===== src/rtl/fsmpm_pkg.sv =====
package fsmpm_pkg;
  localparam int ST_W  = 2;
  localparam int OUT_W = 3;
  localparam int IN_W  = 2;
  localparam int VEC_W = ST_W + OUT_W;
  localparam int POS_W = $clog2(VEC_W);

  typedef logic [VEC_W-1:0] vec_t;
  typedef enum logic [ST_W-1:0] {ST_A = 2'd0, ST_B = 2'd1, ST_C = 2'd2, ST_D = 2'd3} st_e;

  // Expected {out2,out1,out0,ns1,ns0} per index {state,b,a}
  function automatic vec_t spec_vec(input logic [ST_W+IN_W-1:0] idx);
    vec_t v;
    case (idx)
      4'd0:  v = 5'b00000;
      4'd1:  v = 5'b00001;
      4'd2:  v = 5'b10011;
      4'd3:  v = 5'b10001;
      4'd4:  v = 5'b10001;
      4'd5:  v = 5'b10010;
      4'd6:  v = 5'b00000;
      4'd7:  v = 5'b00010;
      4'd8:  v = 5'b01010;
      4'd9:  v = 5'b01011;
      4'd10: v = 5'b11001;
      4'd11: v = 5'b11011;
      4'd12: v = 5'b11011;
      4'd13: v = 5'b11100;
      4'd14: v = 5'b01010;
      default: v = 5'b01100;
    endcase
    return v;
  endfunction
endpackage


===== src/rtl/fsmpm_core.sv =====
module fsmpm_core
  import fsmpm_pkg::*;
(
  input  logic [ST_W-1:0]  state_i,
  input  logic [IN_W-1:0]  in_i,
  input  logic             fi_en,
  input  logic [POS_W-1:0] fi_pos,
  input  logic             fi_val,
  output vec_t             vec_o
);
  logic [ST_W-1:0]  ns;
  logic [OUT_W-1:0] outs;
  logic a, b;
  vec_t raw;

  assign a = in_i[0];
  assign b = in_i[1];

  always_comb begin
    ns   = state_i;
    outs = '0;
    case (st_e'(state_i))
      ST_A: begin
        ns   = a ? ST_B : (b ? ST_D : ST_A);
        outs = {b, 1'b0, 1'b0};
      end
      ST_B: begin
        ns   = a ? ST_C : (b ? ST_A : ST_B);
        outs = {~b, 1'b0, 1'b0};
      end
      ST_C: begin
        ns   = a ? ST_D : (b ? ST_B : ST_C);
        outs = {b, 1'b1, 1'b0};
      end
      default: begin
        ns   = a ? ST_A : (b ? ST_C : ST_D);
        outs = {~b, 1'b1, a};
      end
    endcase
  end

  assign raw = {outs, ns};

  // Stuck-at override on one selected position
  always_comb begin
    vec_o = raw;
    for (int j = 0; j < VEC_W; j++)
      if (fi_en && (fi_pos == POS_W'(j)))
        vec_o[j] = fi_val;
  end
endmodule


===== src/rtl/fsmpm_predict.sv =====
module fsmpm_predict
  import fsmpm_pkg::*;
#(
  parameter int L = 3,
  parameter logic [L-1:0][VEC_W-1:0] MASKS = '1
)(
  input  logic [ST_W-1:0] state_i,
  input  logic [IN_W-1:0] in_i,
  output logic [L-1:0]    pred_o
);
  vec_t expv;
  assign expv = spec_vec({state_i, in_i});

  for (genvar i = 0; i < L; i++) begin : g_pred
    assign pred_o[i] = ^(expv & MASKS[i]);
  end
endmodule


===== src/rtl/fsmpm_compact.sv =====
module fsmpm_compact
  import fsmpm_pkg::*;
#(
  parameter int L = 3,
  parameter logic [L-1:0][VEC_W-1:0] MASKS = '1
)(
  input  vec_t         held_i,
  input  logic [L-1:0] pred_i,
  output logic         mismatch_o
);
  logic [L-1:0] actual;

  for (genvar i = 0; i < L; i++) begin : g_tree
    assign actual[i] = ^(held_i & MASKS[i]);
  end

  assign mismatch_o = |(actual ^ pred_i);
endmodule


===== src/rtl/fsm_parity_monitor.sv =====
module fsm_parity_monitor
  import fsmpm_pkg::*;
#(
  parameter int L = 3,
  parameter logic [L-1:0][VEC_W-1:0] MASKS = {5'b11011, 5'b01110, 5'b10101},
  parameter bit STICKY = 1'b0
)(
  input  logic             clk,
  input  logic             rst,
  input  logic [IN_W-1:0]  in_i,
  input  logic             fi_en,
  input  logic [POS_W-1:0] fi_pos,
  input  logic             fi_val,
  output logic [ST_W-1:0]  state_o,
  output logic [OUT_W-1:0] out_o,
  output logic             err_o
);
  logic [ST_W-1:0]  state_q;
  logic [OUT_W-1:0] out_q;
  logic [L-1:0]     pred_q;
  logic [L-1:0]     pred_d;
  logic             err_q;
  logic             mismatch;
  vec_t             vec_d;

  fsmpm_core u_core (
    .state_i(state_q), .in_i(in_i), .fi_en(fi_en),
    .fi_pos(fi_pos), .fi_val(fi_val), .vec_o(vec_d)
  );

  fsmpm_predict #(.L(L), .MASKS(MASKS)) u_pred (
    .state_i(state_q), .in_i(in_i), .pred_o(pred_d)
  );

  fsmpm_compact #(.L(L), .MASKS(MASKS)) u_cmp (
    .held_i({out_q, state_q}), .pred_i(pred_q), .mismatch_o(mismatch)
  );

  always_ff @(posedge clk) begin
    if (rst) begin
      state_q <= '0;
      out_q   <= '0;
      pred_q  <= '0;
      err_q   <= 1'b0;
    end else begin
      state_q <= vec_d[ST_W-1:0];
      out_q   <= vec_d[VEC_W-1:ST_W];
      pred_q  <= pred_d;
      err_q   <= mismatch | (STICKY & err_q);
    end
  end

  assign state_o = state_q;
  assign out_o   = out_q;
  assign err_o   = err_q;
endmodule


===== config.mk =====
export PLATFORM = sky130hd
export DESIGN_NAME = fsm_parity_monitor
export DESIGN_NICKNAME = d
export VERILOG_FILES = /design/src/rtl/fsmpm_pkg.sv /design/src/rtl/fsmpm_core.sv /design/src/rtl/fsmpm_predict.sv /design/src/rtl/fsmpm_compact.sv /design/src/rtl/fsm_parity_monitor.sv
export SDC_FILE = /design/constraint.sdc
export NUM_CORES = 1
export LEC_CHECK = 0
export ABC_CLOCK_PERIOD_IN_PS = 1400
export BUFFER_PORTS_ARGS = -buffer_cell sky130_fd_sc_hd__buf_2
export CAP_MARGIN = 20
export CORE_AREA = 2 2 57 43
export DETAILED_ROUTE_END_ITERATION = 12
export DIE_AREA = 0 0 59 45
export HOLD_SLACK_MARGIN = 0.05
export PLACE_DENSITY_LB_ADDON = 0.15
export SYNTH_ARGS = -nofsm -noshare
export SYNTH_HDL_FRONTEND = slang
export SYNTH_SLANG_ARGS = --single-unit

===== constraint.sdc =====
create_clock -name clk -period 1.4 [get_ports clk]
set_input_delay 0.35 -clock clk [delete_from_list [all_inputs] [get_ports clk]]
set_output_delay 0.35 -clock clk [all_outputs]
set_load 0.1 [all_outputs]

After elaboration in Yosys (flattened, before gate mapping). Memory sizes are Yosys's and may differ from the RTL's. Cells that the tools add are included.

Eq/ne operators: 6. Mux-type cells: 15. Bitwise logic cells: 2. Reductions and logical operators: 14.

Operators by type and width (count): parity 5 bit (6); two-way mux 2 bit (6); one-hot mux 3 bit (3 select lines) (1); two-way mux 1 bit (7); equality test 3 x 2 -> 1 bit, second input constant (2); one-hot mux 2 bit (3 select lines) (1); logical AND 1 bit (5); equality test 3 x 1 -> 1 bit, second input constant (1); equality test 3 bit, second input constant (1); logical NOT 3 bit (1); OR reduction 3 bit (1); XOR 3 bit (1); equality test 2 x 1 -> 1 bit, second input constant (1); equality test 2 bit, second input constant (1); logical NOT 2 bit (1); inverter 1 bit (1).

Register bits after elaboration: 9. Bits in read-only memories: 80. Logic and storage cells: 42. Memories: 1.

Memory list: (name not given) (depth 16, bits a word 5, rd ports 1, clocked after Yosys merged registers in 0, wr ports 0, line fsmpm_pkg.sv:14) `case (idx)`.

Logic depth before layout (Yosys ltp).
Depth after elaboration: 4. Mapped depth: 5. Mapped depth without buffers: 5.

Hierarchy. From an unflattened synthesis, not the netlist that was laid out.

Cell total of the unflattened synthesis: 69. Area, all modules: 584.3 µm².

By module, submodules not included: fsm_parity_monitor (times used 1, cells each 18, area an instance 236.5 µm², sequential area each 180.2 µm²); fsmpm_core (times used 1, cells each 23, area an instance 156.4 µm², sequential area each 0.0 µm²); fsmpm_compact (times used 1, cells each 20, area an instance 137.6 µm², sequential area each 0.0 µm²); fsmpm_predict (times used 1, cells each 8, area an instance 53.8 µm², sequential area each 0.0 µm²).

Least setup slack after synthesis. OpenSTA, ideal clock, no wires.

Path type: reg-to-reg. Start point: reg state_q[0], in the netlist state_o[0]. End point: reg err_q, in the netlist err_o. Library setup time: 0.132 ns. Data arrival time: 1.995 ns. Required time: 1.268 ns. Setup slack: -0.728 ns. Cell stages (with the launch flop): 6. Path buffers: 0. Period minus slack after synthesis: 2.128 ns. Path through: dfxtp_1 -> inv_1 -> ha_1 -> xor2_1 -> xnor2_1 -> a31oi_1.

Longest elaborated chain between the ends: 3. Elaborated cells between the ends (all ways): 4. Those cells by class: bitwise: 1; reduce/logical: 3.

Ends and longest elaborated chain: start: declaration (line fsm_parity_monitor.sv:18) `logic [ST_W-1:0] state_q;`; start signal: assignment (line fsm_parity_monitor.sv:46) `state_q <= vec_d[ST_W-1:0];`; parity 5 bit (line fsmpm_compact.sv:14) `assign actual[i] = ^(held_i & MASKS[i]);`; XOR 3 bit * (line fsmpm_compact.sv:17) `assign mismatch_o = |(actual ^ pred_i);`; OR reduction 3 bit * (line fsmpm_compact.sv:17); end signal: assignment (line fsm_parity_monitor.sv:49) `err_q <= mismatch | (STICKY & err_q);`; end: declaration (line fsm_parity_monitor.sv:22) `logic err_q;`.

Mark *: on every way between the ends. The rest lies on a longest branch, timed or not. A chain may end at the register's enable or synchronous reset.

Worst setup path in the final report.
Start point: reg state_q[0], in the netlist state_o[0]. End point: out state_o[0].

RTL lines: end: declaration (line fsm_parity_monitor.sv:14) `output logic [ST_W-1:0] state_o,`.

No word-level cell between the ends.

==> out/results.txt <==
outcome -> completed
DRC Markers -> 0
Hold Crit Start -> fi_val
minimum clock period -> 1.33 ns
Synth-to-Final Area Change -> 39.2%
post-route design area -> 845 um2
Max Fclk -> 0.753 GHz
Tot GR Track Use -> 0.111
ANT cells -> 0
CP Data Required Time -> 1.05 ns
post-DP HPWL -> 1010 um
Hold Crit Depth -> 3
Initial DRC Count -> 6
CTS clk-pin slew, worst paths -> 0.06 ns
post-synthesis cell type count -> 29
CTS tree -> built
Setup CP Type -> reg -> out
number of port buffers -> 14
RSZ-0062 raised after global routing -> false
Slew @ Worst Pin -> 0.483 ns
die area -> 2660 um2
Avg Vias per Cell -> 4.88
WL/cell -> 12.1 um
Yosys warnings -> 0
root buf cell -> clkbuf_4
Worst setup SP type -> flop
Yosys reg bits -> 9
fin crit share -> 0.948
DIE WIDTH -> 59 um
Sum Neg Setup Slack -> 0 ns
initial antenna violation count -> 0
clock skew -> 0.00279 ns
Slowest-stage cell, CP -> dfxtp_4
worst skew pair latency -> 0.25 ns
I/O Pins -> 15
share of cells above drive strength 1 -> 0.370
DP Area -> 815 um2
CP arrival -> 0.98 ns
Tot Pwr -> 1.01 mW
Reg2Reg Depth -> 5
final WL -> 1280 um
post-cts hold buffer count -> 0
largest net degree at the start of global routing -> 10
fraction of registers with async set/reset -> 0
worst path cell trace -> buf_6, buf_12
Critical Path Max Stage Delay -> 0.40 ns
RD Place Congestion -> 0.795
H-Tree Depth -> 1
Row Count -> 14
Hold EP -> state_o[1]$_SDFF_PP0_
Critical R2R Launch -> state_o[0]$_SDFF_PP0_
via count -> 512
Worst R2R End -> state_o[0]$_SDFF_PP0_
Die Y -> 45 um
P per Cell Area -> 1200 nW/um2
Congestion Overflow GR -> 0
r2r setup slk -> 0.07 ns
slew margin rel. -> 0.680
Top FF cell, synth -> dfxtp_1
Post-DRT Antenna Nets -> 0
Worst Path Max Fanout -> 5
final net count -> 96
post-synthesis sequential area ratio -> 0.297
Mapped Area -> 607 um2
syn nets -> 79
Final Core Density -> 0.409
Worst VDD drop -> 0.259 mV
EDFF count, synth -> 0
CTS max path bufs -> 2
CP Capture Type -> primary output
starting density of the core -> 0.294
max-slew violations -> 0
syn_area_per_cell -> 9.34 um2
Hold Violations, Final -> 0
Lkg Pwr -> 0.340 nW
Clock Sinks -> 9
max_cap viols -> 0
HP Class -> in -> reg
vias in the first global route -> 483
CORE AREA -> 2070 um2
first-pass GRT wire length -> 2150 um
Final Setup Violations -> 0
TritonCTS Buffers -> 3
DR pass1 iterations -> 4
Gate Count Post-Synth -> 65
[power by group]
part           total (mW)  internal (mW)  switching (mW)
Combinational       0.487          0.192           0.295
Sequential          0.333          0.291          0.0421
Clock               0.194          0.109          0.0841
Total                1.01          0.592           0.421
[kinds of logic (layout without fill, tap and decap cells)]
family	after synthesis	after routing	share of synthesized area
multiplexers	2	2	0.0330
flip-flops	9	9	0.297
AO/OA/AOI/OAI	13	13	0.161
XOR/XNOR	11	11	0.159
AND/OR/NAND/NOR	20	20	0.208
buffers and inverters	5	21	0.0392
adder cells (fa/ha/maj)	5	5	0.103
[synthesized netlist by cell type (all sizes together), types with 3 or more instances]
| library cell | n | area (um2) |
|---|---|---|
| xnor2 | 7 | 61.3 |
| ha | 5 | 62.6 |
| dfxtp | 9 | 180 |
| a21oi | 3 | 15.0 |
| buf | 3 | 16.3 |
| nand2 | 4 | 15.0 |
| nor2 | 7 | 26.3 |
| xor2 | 4 | 35.0 |
[routing by layer]
layer,track usage,wire [um],share of wire
met5,0,0,0
met2,0.158,535,0.42
met1,0.155,654,0.51
met3,0.0201,69,0.054
met4,0.0682,16,0.013
[registers in the layout (all words and copies together) (netlist names)]
name	cells
state_o	2
pred_q	3
out_o	3
err_o	1
[layout make-up]
cell class | count | area [um2]
clock buffers | 4 | 26.3
fillers | 213 | 1220
well taps | 24 | 30.0
multi-input cells | 51 | 428
flip-flops and latches | 9 | 191
repair buffers | 15 | 156
inverters | 2 | 12.5
[worst max path at each step]
stage	start	end	slack, ns	depth (start not counted)
after floorplan	state_o[0]$_SDFF_PP0_	err_o$_SDFF_PP0_	-0.02	5
after global placement	state_o[0]$_SDFF_PP0_	out_o[2]$_SDFF_PP0_	0.08	5
after detailed placement	fi_pos[1]	state_o[0]$_SDFF_PP0_	0.06	4
after CTS	state_o[0]$_SDFF_PP0_	state_o[0]	0.03	2
after global routing	state_o[0]$_SDFF_PP0_	state_o[0]$_SDFF_PP0_	0.004	5
final	state_o[0]$_SDFF_PP0_	state_o[0]	0.07	2
[repair_timing]
| item | in CTS | in global routing |
|---|---|---|
| gates resized for setup | 0 | 1 |
| endpoints found under the setup margin | 0 | 1 |
| setup buffers | 0 | 0 |
[metrics by stage]
stage          instances  hold WS [ns]  setup slack [ns]
5_1_grt              105         0.381           0.00353
2_1_floorplan         65         0.476           -0.0219
4_1_cts              105         0.368            0.0322
3_3_place_gp         101         0.641            0.0775
3_5_place_dp         101         0.638            0.0555
6_report             105         0.377            0.0728
[cell usage in the layout, fill, tap and decap left out]
| master | synthesis | layout |
|---|---|---|
| xnor2_1 | 7 | 7 |
| o21ai_0 | 2 | 2 |
| xor2_1 | 4 | 4 |
| ha_4 | 0 | 2 |
| dfxtp_2 | 0 | 3 |
| dfxtp_1 | 9 | 4 |
| nand4b_1 | 1 | 1 |
| nand4bb_1 | 1 | 1 |
| ha_1 | 5 | 3 |
| nand2_1 | 4 | 4 |
| mux2i_1 | 2 | 2 |
| inv_4 | 0 | 2 |
| nand3b_1 | 1 | 1 |
| clkbuf_1 | 0 | 1 |
| buf_6 | 0 | 1 |
| a211oi_1 | 1 | 1 |
| nand3_1 | 1 | 1 |
| dfxtp_4 | 0 | 2 |
| buf_12 | 0 | 5 |
| o21bai_1 | 2 | 2 |
| a311oi_1 | 1 | 1 |
| a221o_1 | 1 | 1 |
| o21ba_1 | 1 | 1 |
| a31oi_1 | 1 | 1 |
| and2_1 | 1 | 1 |
| a311oi_2 | 1 | 1 |
| nor3b_1 | 1 | 1 |
| a21oi_1 | 3 | 3 |
| clkbuf_4 | 0 | 3 |
| and4bb_2 | 1 | 1 |
| buf_2 | 1 | 9 |
| or4b_4 | 1 | 1 |
| nor2_1 | 7 | 7 |
| and4bb_1 | 1 | 1 |
[worst max-delay path: cells and delay by family, from the launching register on]
kind     cells  cell delay, ns
buf+inv      2            0.32
flops        1            0.40
Power figures use the tool's default switching activity.
